**src/rtl/boot_pkg.sv**
```systemverilog
package boot_pkg;

    localparam int NUM_OUT   = 4;
    localparam int NUM_PLL   = 3;
    localparam int NUM_BYTES = 16;
    localparam int REG_BITS  = NUM_BYTES * 8;
    localparam int ADDR_W    = $clog2(NUM_BYTES);

    typedef enum logic [1:0] {
        ST_PROG = 2'd0,
        ST_LOAD = 2'd1,
        ST_RUN  = 2'd2
    } op_state_t;

    // power-down enable bits held in configuration byte 0
    typedef struct packed {
        logic [NUM_PLL-1:0] pll_pd;
        logic [NUM_OUT-1:0] div_pd;
    } pd_cfg_t;

    function automatic pd_cfg_t pd_from_byte(input logic [7:0] b);
        return pd_cfg_t'(b[NUM_PLL+NUM_OUT-1:0]);
    endfunction

    function automatic op_state_t state_of(input logic run, input logic done);
        if (!run)
            return ST_PROG;
        else if (!done)
            return ST_LOAD;
        return ST_RUN;
    endfunction

endpackage

```
**src/rtl/mode_latch.sv**
```systemverilog
module mode_latch (
    input  logic clk,
    input  logic rst,
    input  logic boot_sel,
    output logic run
);

    always_ff @(posedge clk) begin
        if (rst)
            run <= 1'b0;
        else if (boot_sel)
            run <= 1'b1;
    end

    AST_RUN_STICKY: assert property (@(posedge clk) disable iff (rst)
        run |=> run);

    AST_RUN_ENTRY: assert property (@(posedge clk) disable iff (rst)
        (!run && !boot_sel) |=> !run);

endmodule

```
**src/rtl/self_load.sv**
```systemverilog
module self_load #(
    parameter int LOAD_CYCLES = 89000,
    parameter int NUM_BYTES   = 16,
    localparam int AW = $clog2(NUM_BYTES),
    localparam int CW = $clog2(LOAD_CYCLES + 1),
    localparam int RB = NUM_BYTES * 8
) (
    input  logic          clk,
    input  logic          rst,
    input  logic          run,
    input  logic [7:0]    mem_data,
    output logic          mem_rd,
    output logic [AW-1:0] mem_addr,
    output logic [RB-1:0] regs,
    output logic          done
);

    logic [CW-1:0] cnt;
    logic          in_fetch;

    assign in_fetch = cnt < CW'(NUM_BYTES);
    assign mem_rd   = run && !done && in_fetch;
    assign mem_addr = cnt[AW-1:0];

    always_ff @(posedge clk) begin
        if (rst || !run) begin
            cnt  <= '0;
            done <= 1'b0;
            regs <= '0;
        end else if (!done) begin
            cnt <= cnt + 1'b1;
            if (in_fetch)
                regs[8*int'(cnt[AW-1:0]) +: 8] <= mem_data;
            if (cnt == CW'(LOAD_CYCLES - 1))
                done <= 1'b1;
        end
    end

    AST_DONE_AT_COUNT: assert property (@(posedge clk) disable iff (rst)
        $rose(done) |-> cnt == CW'(LOAD_CYCLES));

    AST_REGS_FROZEN: assert property (@(posedge clk) disable iff (rst)
        (done && run) |=> $stable(regs));

    AST_NO_READ_AFTER_DONE: assert property (@(posedge clk) disable iff (rst)
        mem_rd |-> !done);

endmodule

```
**src/rtl/pin_mux.sv**
```systemverilog
module pin_mux
    import boot_pkg::*;
(
    input  logic               clk,
    input  logic               rst,
    input  op_state_t          state,
    input  pd_cfg_t            pd_cfg,
    input  logic               pin_a,
    input  logic               pin_b,
    output logic [NUM_OUT-1:0] gate_en,
    output logic [NUM_OUT-1:0] oe,
    output logic [NUM_PLL-1:0] pll_en,
    output logic               osc_en,
    output logic               scl_out,
    output logic               sda_out
);

    logic [NUM_OUT-1:0] div_off;
    logic [NUM_PLL-1:0] pll_off;

    always_comb begin
        div_off = '0;
        pll_off = '0;
        gate_en = '1;
        oe      = '1;
        scl_out = 1'b1;
        sda_out = 1'b1;
        case (state)
            ST_PROG: begin
                scl_out = pin_a;
                sda_out = pin_b;
            end
            ST_LOAD: begin
                gate_en = '0;
                oe      = {NUM_OUT{pin_b}};
            end
            default: begin
                oe = {NUM_OUT{pin_b}};
                if (pin_a) begin
                    div_off = pd_cfg.div_pd;
                    pll_off = pd_cfg.pll_pd;
                end
                gate_en = ~div_off;
            end
        endcase
        pll_en = ~pll_off;
        osc_en = !((&div_off) && (&pll_off));
    end

    AST_OSC_ALL_OFF: assert property (@(posedge clk) disable iff (rst)
        !osc_en |-> (gate_en == '0 && pll_en == '0));

    AST_PD_LOW_ALL_ON: assert property (@(posedge clk) disable iff (rst)
        !pin_a |-> (&pll_en && osc_en));

    AST_PROG_ON: assert property (@(posedge clk) disable iff (rst)
        state == ST_PROG |-> (&gate_en && &oe && osc_en));

endmodule

```
**src/rtl/boot_mode_ctrl.sv**
```systemverilog
module boot_mode_ctrl
    import boot_pkg::*;
#(
    parameter int LOAD_CYCLES = 89000
) (
    input  logic                clk,
    input  logic                rst,
    input  logic                boot_sel,
    input  logic                shared_pin_a,
    input  logic                shared_pin_b,
    output logic                mem_rd,
    output logic [ADDR_W-1:0]   mem_addr,
    input  logic [7:0]          mem_data,
    output logic [REG_BITS-1:0] cfg_regs,
    output logic                load_done,
    output logic                run_mode,
    output logic [NUM_OUT-1:0]  clk_gate_en,
    output logic [NUM_OUT-1:0]  clk_oe,
    output logic [NUM_PLL-1:0]  pll_en,
    output logic                osc_en,
    output logic                scl_out,
    output logic                sda_out
);

    op_state_t state;

    mode_latch u_latch (
        .clk      (clk),
        .rst      (rst),
        .boot_sel (boot_sel),
        .run      (run_mode)
    );

    self_load #(
        .LOAD_CYCLES (LOAD_CYCLES),
        .NUM_BYTES   (NUM_BYTES)
    ) u_load (
        .clk      (clk),
        .rst      (rst),
        .run      (run_mode),
        .mem_data (mem_data),
        .mem_rd   (mem_rd),
        .mem_addr (mem_addr),
        .regs     (cfg_regs),
        .done     (load_done)
    );

    assign state = state_of(run_mode, load_done);

    pin_mux u_mux (
        .clk     (clk),
        .rst     (rst),
        .state   (state),
        .pd_cfg  (pd_from_byte(cfg_regs[7:0])),
        .pin_a   (shared_pin_a),
        .pin_b   (shared_pin_b),
        .gate_en (clk_gate_en),
        .oe      (clk_oe),
        .pll_en  (pll_en),
        .osc_en  (osc_en),
        .scl_out (scl_out),
        .sda_out (sda_out)
    );

    AST_HOLD_LOW: assert property (@(posedge clk) disable iff (rst)
        (run_mode && !load_done) |-> clk_gate_en == '0);

    AST_PROG_CLEAR: assert property (@(posedge clk) disable iff (rst)
        !run_mode |-> (cfg_regs == '0 && !load_done));

    AST_RUN_PINS_IDLE: assert property (@(posedge clk) disable iff (rst)
        run_mode |-> (scl_out && sda_out));

endmodule

```
**config.mk**
```make
export PLATFORM = sky130hd
export DESIGN_NAME = boot_mode_ctrl
export DESIGN_NICKNAME = d
export VERILOG_FILES = /design/src/rtl/boot_pkg.sv /design/src/rtl/mode_latch.sv /design/src/rtl/self_load.sv /design/src/rtl/pin_mux.sv /design/src/rtl/boot_mode_ctrl.sv
export SDC_FILE = /design/constraint.sdc
export NUM_CORES = 1
export LEC_CHECK = 0
export BUFFER_PORTS_ARGS = -buffer_cell sky130_fd_sc_hd__buf_2
export CORE_MARGIN = 8
export CORE_UTILIZATION = 57
export DETAILED_ROUTE_END_ITERATION = 6
export MAX_ROUTING_LAYER = met4
export PLACE_DENSITY = 0.85
export SYNTH_ARGS = -nofsm -noshare
export SYNTH_HDL_FRONTEND = slang
export SYNTH_SLANG_ARGS = --single-unit
```
**constraint.sdc**
```tcl
create_clock -name clk -period 8.9 [get_ports clk]
set_clock_uncertainty 0.15 [all_clocks]
set_input_delay 1.335 -clock clk [delete_from_list [all_inputs] [get_ports clk]]
set_output_delay 1.335 -clock clk [all_outputs]
set_load 0.01 [all_outputs]
```
==> impl_results.md, run 1 <==
- Status: finished clean
- Min Hold Slack: a little over 300 ps
- Synthesis-stage register bit count: between 100 and 150
- Logic pwr share: 4.8%
- Hold Crit Class: flop to flop
- Top_reg_cell synth: dfxtp_1
- Gr ovfl total: 0
- Setup WS pre-CTS: ~5000 ps
- GRT Resource Usage Total: about a quarter
- P_sw: ~0.33 mW
- Setup Fix Bufs, Post-CTS: 0
- Final setup viols: 0
- Int Power: 1.06 mW
- Syn Std Cell Area: roughly 0.0063 mm^2
- Rows: 38
- Post-DP HPWL: 12200 um
- Largest net degree at the start of global routing: 72
- RSZ-0062 raised after global routing: false
- CTS Hold Bufs: 0
- Number of gates resized after cts: 0
- Post-layout util: between 70% and 80%
- Root buffer cell: clkbuf_8
- PwrDens: around 180 mW/mm^2
- Layout filler cell count: around 850
- Core area: 0.0108 mm^2
- Net Sw Frac: 23.6%
- CP delay by family, top: simple AND/OR/NAND/NOR gates
- TritonCTS clock tree: built
- Commonest non-fill, non-tap cell in the layout: buf_2
- Sum of negative setup slack: 0 ps
- Clk sinks: 147
- Largest cells by area after synthesis: dfxtp_1 (47%), mux2i_1 (16%), nor2_1 (6.2%)
- Clock power frac: a little under half
- Largest family of logic cells by synthesized area: simple AND/OR/NAND/NOR gates
- Async set-or-reset flop fraction in the synthesized netlist: 0%
- Die area: 0.0146 mm^2
- Wire length of the first global-routing pass: 27900 um
- Fmax: approximately 260 MHz
- Crit Path Category: input pin to output port
- Diode count: 0
- Iter 0 DRT Violations: between 500 and 600
- Critical path's slowest cell: or4_1
- LEAKAGE: roughly 3.1 nW
- Mux share of post-synthesis cell area: 16.2%
- Crit Path Max Fanout: 6
- Post-route DRC: 0
- Avg Synthesized Cell Area: approximately 9 um^2
- Layout area overhead: 21.7%
- Final non-filler cell total: between 900 and 1000
- Post-Route WL: 17400 um
- Post-DP Area: between 0.007 and 0.008 mm^2
- Distinct cells, synth: 45
- Critical Path RT: roughly 7400 ps
- Max clock buf depth: 2
- Slew headroom: ~26%
- Starting density of the core: 58.0%
- Post-Synth Simple-Gate Area: approximately 25%
- Final net count: ~830
- Vias per inst: 5.53
- Most frequent cells in the layout: buf_2 (161), dfxtp_1 (147), nor2_1 (103)
- Fraction of layout cells with a size suffix above 1: ~27%
- Slew @ Worst Pin: approximately 1100 ps
- Total power: approximately 1.4 mW
- Final min period: slightly below 4000 ps
- Compound-Gate Fraction of Synth Area: 4.44%
- Synth area leader: dfxtp_1
- Top-level I/O count: between 150 and 200
- Post-Synth Adder-Cell Area: 1.00%
- Number of hold violations in the final report: 0
- Crit-path cells: buf_2 > and3_1 > nand2_1 > or4_1 > buf_2
- CTS HTree Levels: 4
- Final Max Tran Viols: 0
- Worst Slack Setup Final: roughly 5000 ps
- Peak supply drop: 0.000123 V
- Post-synthesis sequential area ratio: a little under half
- WP buf/inv: 2
- Avg WL per Cell: 18.1 um
- Die boundary width: roughly 120 um
- Port buffer count: roughly 160
- CTS Buf Count: 17
- Final Cell Area: ~0.0076 mm^2
- Post-synthesis cell count: 677
- Vias in the first global route: ~5500
- Clock Pin Slew Worst Setup and Hold Paths: 60 ps
- 1st-pass router iterations: 5
- Post-synth EDFFs: 0
- Synth Area in XOR/XNOR: ~2.2%
- Cell mode on critical path: buf_2
- Initial antenna violation count: 1
- DIE HEIGHT: around 120 um
- Final period util: between 40% and 50%
- Yosys synthesis warning count: 0
- Multi-input combinational cell area: slightly above 0.003 mm^2
- Worst-skew pair later-pin latency: ~540 ps
- CP max stage delay: roughly 510 ps
- DR vias: 5346
- FF/Latch Area: a little under 0.003 mm^2
- Top cell type's share of synthesized area: between 40 and 50%
- Final ANT Viol Nets: 0
- Worst EP arrival: around 2400 ps
- Placed Cells: 935
- Gp weighted congestion: approximately 0.85
- Total of max-cap violations: 0
- Sequential power share: 47.7%
- Synthesized Nets: around 700
- Setup crit end kind: output port
- Startpoint class of the critical path: input pin
[final timing paths]
kind / from / end / slack, ps / depth (start not counted)
max: shared_pin_a / osc_en / 5000 / 5
min: u_load.regs[36] / u_load.regs[36] / 310 / 2
max reg2reg: u_load.cnt[0] / u_load.regs[17] / 5420 / 7
min reg2reg: u_load.regs[36] / u_load.regs[36] / 310 / 2
[Yosys cell counts (2+ instances only)]
master     instances
nand4_2            3
a2111oi_4          2
and2_1            14
or2_2              2
buf_4              7
and3_1            15
or3_1              3
nor3_2             5
mux2i_1          101
dfxtp_1          147
nor4_1             4
or4_1              2
nor4_4             2
nor2_1           103
nand4_1            8
buf_2              3
nor3_1             4
nand2_1           85
nand3_1           34
xor2_1            10
nand2b_1          14
xnor2_1            4
inv_1              7
clkbuf_1          35
a21oi_1           32
nor2b_1            2
ha_1               5
o21ai_0            4
nor3_4             3
nor2_2             2
[power by group through the flow]
stage	Combinational [mW]	Sequential (mW)	Clock, mW
after floorplan	0.0462	0.676	0
after global placement	0.0637	0.677	0
after detailed placement	0.0657	0.677	0
after CTS	0.0660	0.663	0.664
after global routing	0.0720	0.663	0.695
final	0.0669	0.663	0.659
[sequential cells by signal, summed over array words and instances, names as in the netlist]
register	flops
u_latch.run	1
u_load.cnt	17
u_load.done	1
u_load.regs	128
[area by class of cell]
class	count	area share (%)
clock buffers	19	5.80
clock inverters	12	1.38
inverters	7	0.345
multi-input cells	477	40.7
flip-flops and latches	147	38.6
well taps	140	2.30
repair buffers	164	10.9
[metal layers]
metal / GRT usage (%) / part of all wire [%] / vias up
met5: - / 0 / -
li1: - / - / 2566
met1: 29.3 / 42 / 2533
met3: 7.13 / 8.5 / 39
met4: 10.6 / 2.5 / 0
met2: 38.8 / 47 / 208
[worst register-to-register path, cell delays in order, from the launching register on]
cell and delay (ps):
dfxtp_1 710, inv_1 170, ha_1 620, nand2b_1 140
or4b_4 550, a2111oi_4 660, mux2i_1 280, nor2_1 70
[cell families (layout without fill, tap and decap cells)]
kind of cell / after synthesis / after routing
AND/OR/NAND/NOR: 313 / 313
multiplexers: 101 / 101
XOR/XNOR: 15 / 15
buffers and inverters: 53 / 202
adder cells (fa/ha/maj): 5 / 5
flip-flops: 147 / 147
AO/OA/AOI/OAI: 43 / 43
No activity file was read; power rests on OpenSTA's default activity.
==> run 2, diff against run 1 <==
--- a/config.mk
+++ b/config.mk
@@ -5,12 +5,13 @@
 export SDC_FILE = /design/constraint.sdc
 export NUM_CORES = 1
 export LEC_CHECK = 0
+export ABC_AREA = 1
 export BUFFER_PORTS_ARGS = -buffer_cell sky130_fd_sc_hd__buf_2
 export CORE_MARGIN = 8
-export CORE_UTILIZATION = 57
+export CORE_UTILIZATION = 54
 export DETAILED_ROUTE_END_ITERATION = 6
 export MAX_ROUTING_LAYER = met4
-export PLACE_DENSITY = 0.85
+export PLACE_DENSITY = 0.8
 export SYNTH_ARGS = -nofsm -noshare
 export SYNTH_HDL_FRONTEND = slang
 export SYNTH_SLANG_ARGS = --single-unit
==> constraint.sdc (replaced) <==
create_clock -name clk -period 4 [get_ports clk]
set_clock_uncertainty 0.15 [all_clocks]
set_input_delay 0.6 -clock clk [delete_from_list [all_inputs] [get_ports clk]]
set_output_delay 0.6 -clock clk [all_outputs]
set_load 0.01 [all_outputs]
==> impl_results.md, run 2 <==
- Final Max Tran Viols: 0
- Port buffer count: ~160
- Max clock buf depth: 2
- Gp weighted congestion: around 1
- Crit Path Category: flop to flop
- Worst EP arrival: 3310 ps
- Initial antenna violation count: 0
- RSZ-0062 raised after global routing: false
- Layout area overhead: 18.8%
- Status: finished clean
- Setup crit end kind: flop
- TritonCTS clock tree: built
- Peak supply drop: approximately 0.00022 V
- GRT Resource Usage Total: 24.5%
- Diode count: 0
- Distinct cells, synth: 37
- Vias in the first global route: between 6000 and 7000
- Final net count: 1222
- Top Layer Used: met4
- Crit Path Max Fanout: 31
- Worst Slack Setup Final: ~840 ps
- CP startpoint: u_load.cnt[0]
- Wire length of the first global-routing pass: about 32000 um
- Vias per inst: 5.17
- Post-synthesis cell count: between 1000 and 1500
- Clock Pin Slew Worst Setup and Hold Paths: roughly 60 ps
- CP max stage delay: between 400 and 500 ps
- Crit-path cells: buf_4 > inv_1 > ha_1 > inv_1 > nand2_1 > nand2_2 > inv_2 > nor2_2 > nand2_1 > nor2_1 > nor3_1
- 1st-pass router iterations: 5
- Total of max-cap violations: 0
- Synth area leader: dfxtp_1
- Total power: between 3 and 4 mW
- Fraction of layout cells with a size suffix above 1: just under 20%
- CP delay by family, top: simple AND/OR/NAND/NOR gates
- Avg WL per Cell: around 15 um
- Synthesis-stage register bit count: roughly 150
- Fmax: roughly 320 MHz
- Post-synth top cells: nor2_1 (251), nand2_1 (236), dfxtp_1 (147)
- Sum of negative setup slack: 0 ps
- Post-DP Area: 0.00789 mm^2
- CTS Hold Bufs: 0
- CTS HTree Levels: 4
- Die area: about 0.017 mm^2
- Detailed route wirelength on metal2: between 9000 and 10000 um
- Post-synthesis sequential area ratio: 41.2%
- Int Power: ~2.5 mW
- Die boundary width: 131 um
- Min Hold Slack: approximately 230 ps
- Top-level I/O count: about 160
- Yosys synthesis warning count: 0
- Net Sw Frac: between 20% and 30%
- Slew @ Worst Pin: around 950 ps
- Final period util: roughly four fifths
- Min-delay src: rst
- Number of hold violations in the final report: 0
- Hold Crit Class: input pin to flop
- DIE HEIGHT: between 100 and 150 um
- Largest cells by area after synthesis: dfxtp_1 (41%), nor2_1 (13%), nand2_1 (12%)
- Clock power frac: 48.4%
- Sequential power share: 45.2%
- Post-synth EDFFs: 0
- Final min period: 3160 ps
- Wire length on met1: slightly below 9000 um
- P_sw: roughly 0.8 mW
- Post-route DRC: 0
- Logic pwr share: under 10%
- Final setup viols: 0
- LEAKAGE: around 3.9 nW
- PwrDens: between 300 and 400 mW/mm^2
- Commonest non-fill, non-tap cell in the layout: nor2_1
- Rows: 42
- DR vias: 7206
- Final ANT Viol Nets: 0
- Biggest regs: u_load.regs x128, u_load.cnt x17
- Most frequent cell after synthesis: nor2_1
- Clk sinks: between 100 and 150
- Layout filler cell count: ~1200
- Post-layout util: around two thirds
- Gr ovfl total: 0
- Synthesized Nets: between 1000 and 1500
- Core area: ~0.013 mm^2
- Post-DP HPWL: 14500 um
- Syn Std Cell Area: ~0.007 mm^2
- Post-Route WL: 20300 um
- Final Cell Area: 0.00848 mm^2
- Top cell type's share of synthesized area: about two fifths
- DR WL met3: approximately 1800 um
- RR Startpoint: u_load.cnt[0]
- Placed Cells: about 1400
- Critical path's slowest cell: nor2_2
- WP buf/inv: 4
- Setup Fix Bufs, Post-CTS: 0
- Top_reg_cell synth: dfxtp_1
- Async set-or-reset flop fraction in the synthesized netlist: 0%
- Number of gates resized after cts: 0
- Startpoint class of the critical path: flop
- CTS Buf Count: 17
- Slew headroom: roughly 36%
- Setup WS pre-CTS: roughly 900 ps
- Avg Synthesized Cell Area: around 6.6 um^2
- Root buffer cell: clkbuf_16
- Top reg by flops: u_load.regs
- Most frequent cells in the layout: nor2_1 (250), nand2_1 (236), buf_2 (161)
- Largest net degree at the start of global routing: roughly 100
- Worst-skew pair later-pin latency: 420 ps
- Critical Path RT: between 4000 and 5000 ps
- Starting density of the core: between 50% and 60%
- Iter 0 DRT Violations: 719
- Max reg flops: roughly 130
- Final non-filler cell total: ~1400
run 2: path summary, 6_finish.rpt:
path                                    endpoint  depth (start not counted)  slack (ps)
worst max-delay path            u_load.regs[111]                         11         840
worst min-delay path                 u_latch.run                          2         230
worst max register to register  u_load.regs[111]                         11         840
worst min register to register    u_load.regs[9]                          2         310
run 2: kinds of logic after synthesis:
| family | share of synthesized area (%) |
|---|---|
| and+or+nand+nor | 40.9 |
| adders and majority gates | 0.877 |
| xor gates and xnor gates | 0.368 |
| buffers and inverters | 9.82 |
| AOI/OAI and AO/OA | 6.82 |
| DFF | 41.2 |
run 2: area by class of cell:
type                    count  area (um^2)  area share (%)
clock buffers              20          457            5.39
clock inverters            12          130            1.54
inverters                  97          367            4.33
multi-input cells         773         3500            41.3
flip-flops and latches    147         2940            34.7
well taps                 176          220            2.60
repair buffers            168          858            10.1
run 2: per-layer routing:
| metal | up-vias | GRT usage (%) |
|---|---|---|
| met2 | 298 | 36.9 |
| met3 | 40 | 6.33 |
| li1 | 3661 | - |
| met1 | 3207 | 31.4 |
| met4 | 0 | 8.17 |
| met5 | - | - |
run 2: worst reg2reg max path, delay by kind of cell (launching register included):
family / cells / cell delay, ps
flops: 1 / 410
simple gates: 6 / 1220
buf+inv: 4 / 930
fa+ha+maj: 1 / 330
run 2: power groups by stage:
stage               combinational [mW]  clock, mW  sequential (mW)
global route                     0.230       1.67             1.48
floorplan                        0.156          0             1.51
CTS                              0.207       1.59             1.48
finish                           0.210       1.58             1.48
global placement                 0.204          0             1.51
detailed placement               0.206          0             1.51
==> run 3, diff against run 2 <==
--- a/config.mk
+++ b/config.mk
@@ -8,10 +8,10 @@
 export ABC_AREA = 1
 export BUFFER_PORTS_ARGS = -buffer_cell sky130_fd_sc_hd__buf_2
 export CORE_MARGIN = 8
-export CORE_UTILIZATION = 54
+export CORE_UTILIZATION = 49
 export DETAILED_ROUTE_END_ITERATION = 6
 export MAX_ROUTING_LAYER = met4
-export PLACE_DENSITY = 0.8
+export PLACE_DENSITY = 0.76
 export SYNTH_ARGS = -nofsm -noshare
 export SYNTH_HDL_FRONTEND = slang
 export SYNTH_SLANG_ARGS = --single-unit
==> constraint.sdc (replaced) <==
create_clock -name clk -period 2.89 [get_ports clk]
set_clock_uncertainty 0.15 [all_clocks]
set_input_delay 0.4335 -clock clk [delete_from_list [all_inputs] [get_ports clk]]
set_output_delay 0.4335 -clock clk [all_outputs]
set_load 0.01 [all_outputs]
==> impl_results.md, run 3 (same netlist as run 2, synthesis figures left out) <==
- FF/Latch Area: between 0.002 and 0.003 mm^2
- GRT Resource Usage Total: a little under a quarter
- Placed Cells: 1380
- GRT met1 Usage: about 29%
- Post-layout util: 59.2%
- Post-route DRC: 0
- Sum of negative setup slack: 0 ps
- Core area: between 0.01 and 0.015 mm^2
- Rows: between 40 and 50
- Setup WS pre-CTS: roughly 360 ps
- CTS HTree Levels: 4
- Fraction of layout cells with a size suffix above 1: 19.5%
- Number of hold violations in the final report: 0
- Final setup viols: 0
- LEAKAGE: ~4.0 nW
- Final non-filler cell total: about 1400
- Clock Pin Slew Worst Setup and Hold Paths: about 60 ps
- Worst-skew pair later-pin latency: between 400 and 500 ps
- Avg WL per Cell: ~15 um
- CP max stage delay: between 400 and 500 ps
- PwrDens: 506 mW/mm^2
- P_sw: roughly 1.0 mW
- Die area: 0.0187 mm^2
- Number of gates resized after cts: 0
- CTS Hold Bufs: 0
- Max reg flops: roughly 130
- Worst EP arrival: approximately 2800 ps
- TritonCTS clock tree: built
- Final Max Tran Viols: 0
- Gp weighted congestion: 0.956
- Min Hold Slack: approximately 60 ps
- Iter 0 DRT Violations: 690
- Logic pwr share: 7.0%
- Net Sw Frac: between 20% and 30%
- Crit-path cells: inv_1 > ha_1 > inv_1 > nand2_1 > nand2_2 > inv_2 > nor2_2 > nand2_1 > nor2_1 > nor3_1
- Final net count: 1233
- Final min period: 2610 ps
- GR peak layer: met2
- Hold Crit Class: input pin to flop
- Final Cell Area: around 0.0085 mm^2
- Top-level I/O count: ~160
- Final ANT Viol Nets: 0
- Port buffer count: 161
- GRT met3 Usage: under 10%
- Total power: 4.31 mW
- Multi-input combinational cell area: between 0.003 and 0.004 mm^2
- Vias per inst: slightly above 5
- Total of max-cap violations: 0
- Crit Path Category: flop to flop
- Layout area overhead: 19.3%
- Initial antenna violation count: 0
- Vias in the first global route: about 6500
- Slew headroom: approximately 66%
- Clock power frac: roughly 46%
- Slew @ Worst Pin: 516 ps
- Crit Path Max Fanout: 10
- Starting density of the core: 49.7%
- Critical Path RT: 3030 ps
- Root buffer cell: clkbuf_16
- CTS Buf Count: 17
- Clk sinks: between 100 and 150
- Sequential power share: between 40% and 50%
- Startpoint class of the critical path: flop
- Post-Route WL: around 21000 um
- Commonest non-fill, non-tap cell in the layout: nor2_1
- Setup crit end kind: flop
- Setup Fix Bufs, Post-CTS: 0
- Biggest regs: u_load.regs x128, u_load.cnt x17
- Gr ovfl total: 0
- Int Power: between 3 and 4 mW
- Peak supply drop: 0.000399 V
- Critical path's slowest cell: dfxtp_1
- Top reg by flops: u_load.regs
- Diode count: 0
- Post-DP HPWL: around 15000 um
- Layout filler cell count: ~1400
- Final period util: about nine tenths
- DR vias: between 7000 and 8000
- Status: finished clean
- Met2 Resource Use GR: between 30% and 40%
- DIE HEIGHT: between 100 and 150 um
- Fmax: between 300 and 400 MHz
- Most frequent cells in the layout: nor2_1 (250), nand2_1 (236), buf_2 (161)
- Post-DP Area: 0.00801 mm^2
- Largest net degree at the start of global routing: between 90 and 100
- 1st-pass router iterations: 6
- Worst Slack Setup Final: 282 ps
- Max clock buf depth: 2
- Die boundary width: approximately 140 um
- Wire length of the first global-routing pass: 32900 um
- RSZ-0062 raised after global routing: false
## run 3: power groups by stage
| stage | clock network [mW] | registers [mW] | logic (mW) |
|---|---|---|---|
| floorplan | 0 | 2.09 | 0.216 |
| global placement | 0 | 2.09 | 0.296 |
| detailed placement | 0 | 2.09 | 0.299 |
| CTS | 1.98 | 2.04 | 0.301 |
| global route | 2.07 | 2.04 | 0.335 |
| finish | 1.96 | 2.04 | 0.303 |
## run 3: per-layer routing
layer / part of all wire, % / routed length [um]
met1: 44 / 9030
met2: 44 / 9080
met3: 9.6 / 1980
met4: 2.2 / 454
met5: 0 / 0
## run 3: final cells by class
type / count / area share [%]
inverters: 97 / 4.31
well taps: 184 / 2.70
multi-input cells: 773 / 41.1
clock inverters: 8 / 0.764
repair buffers: 179 / 11.3
clock buffers: 21 / 5.17
flip-flops and latches: 147 / 34.6
## run 3: path summary, 6_finish.rpt
| check | startpoint | to | slack [ps] | cells after the start |
|---|---|---|---|---|
| worst max-delay path | u_load.cnt[1] | u_load.regs[107] | 280 | 10 |
| worst min-delay path | boot_sel | u_latch.run | 60 | 3 |
| worst max register to register | u_load.cnt[1] | u_load.regs[107] | 280 | 10 |
| worst min register to register | u_load.regs[11] | u_load.regs[11] | 310 | 2 |
## run 3: worst max-delay path, delay by kind of cell, from the launching register on
family / cells / cell delay (ps)
buf+inv: 3 / 360
simple gates: 6 / 1210
fa+ha+maj: 1 / 260
flops: 1 / 480
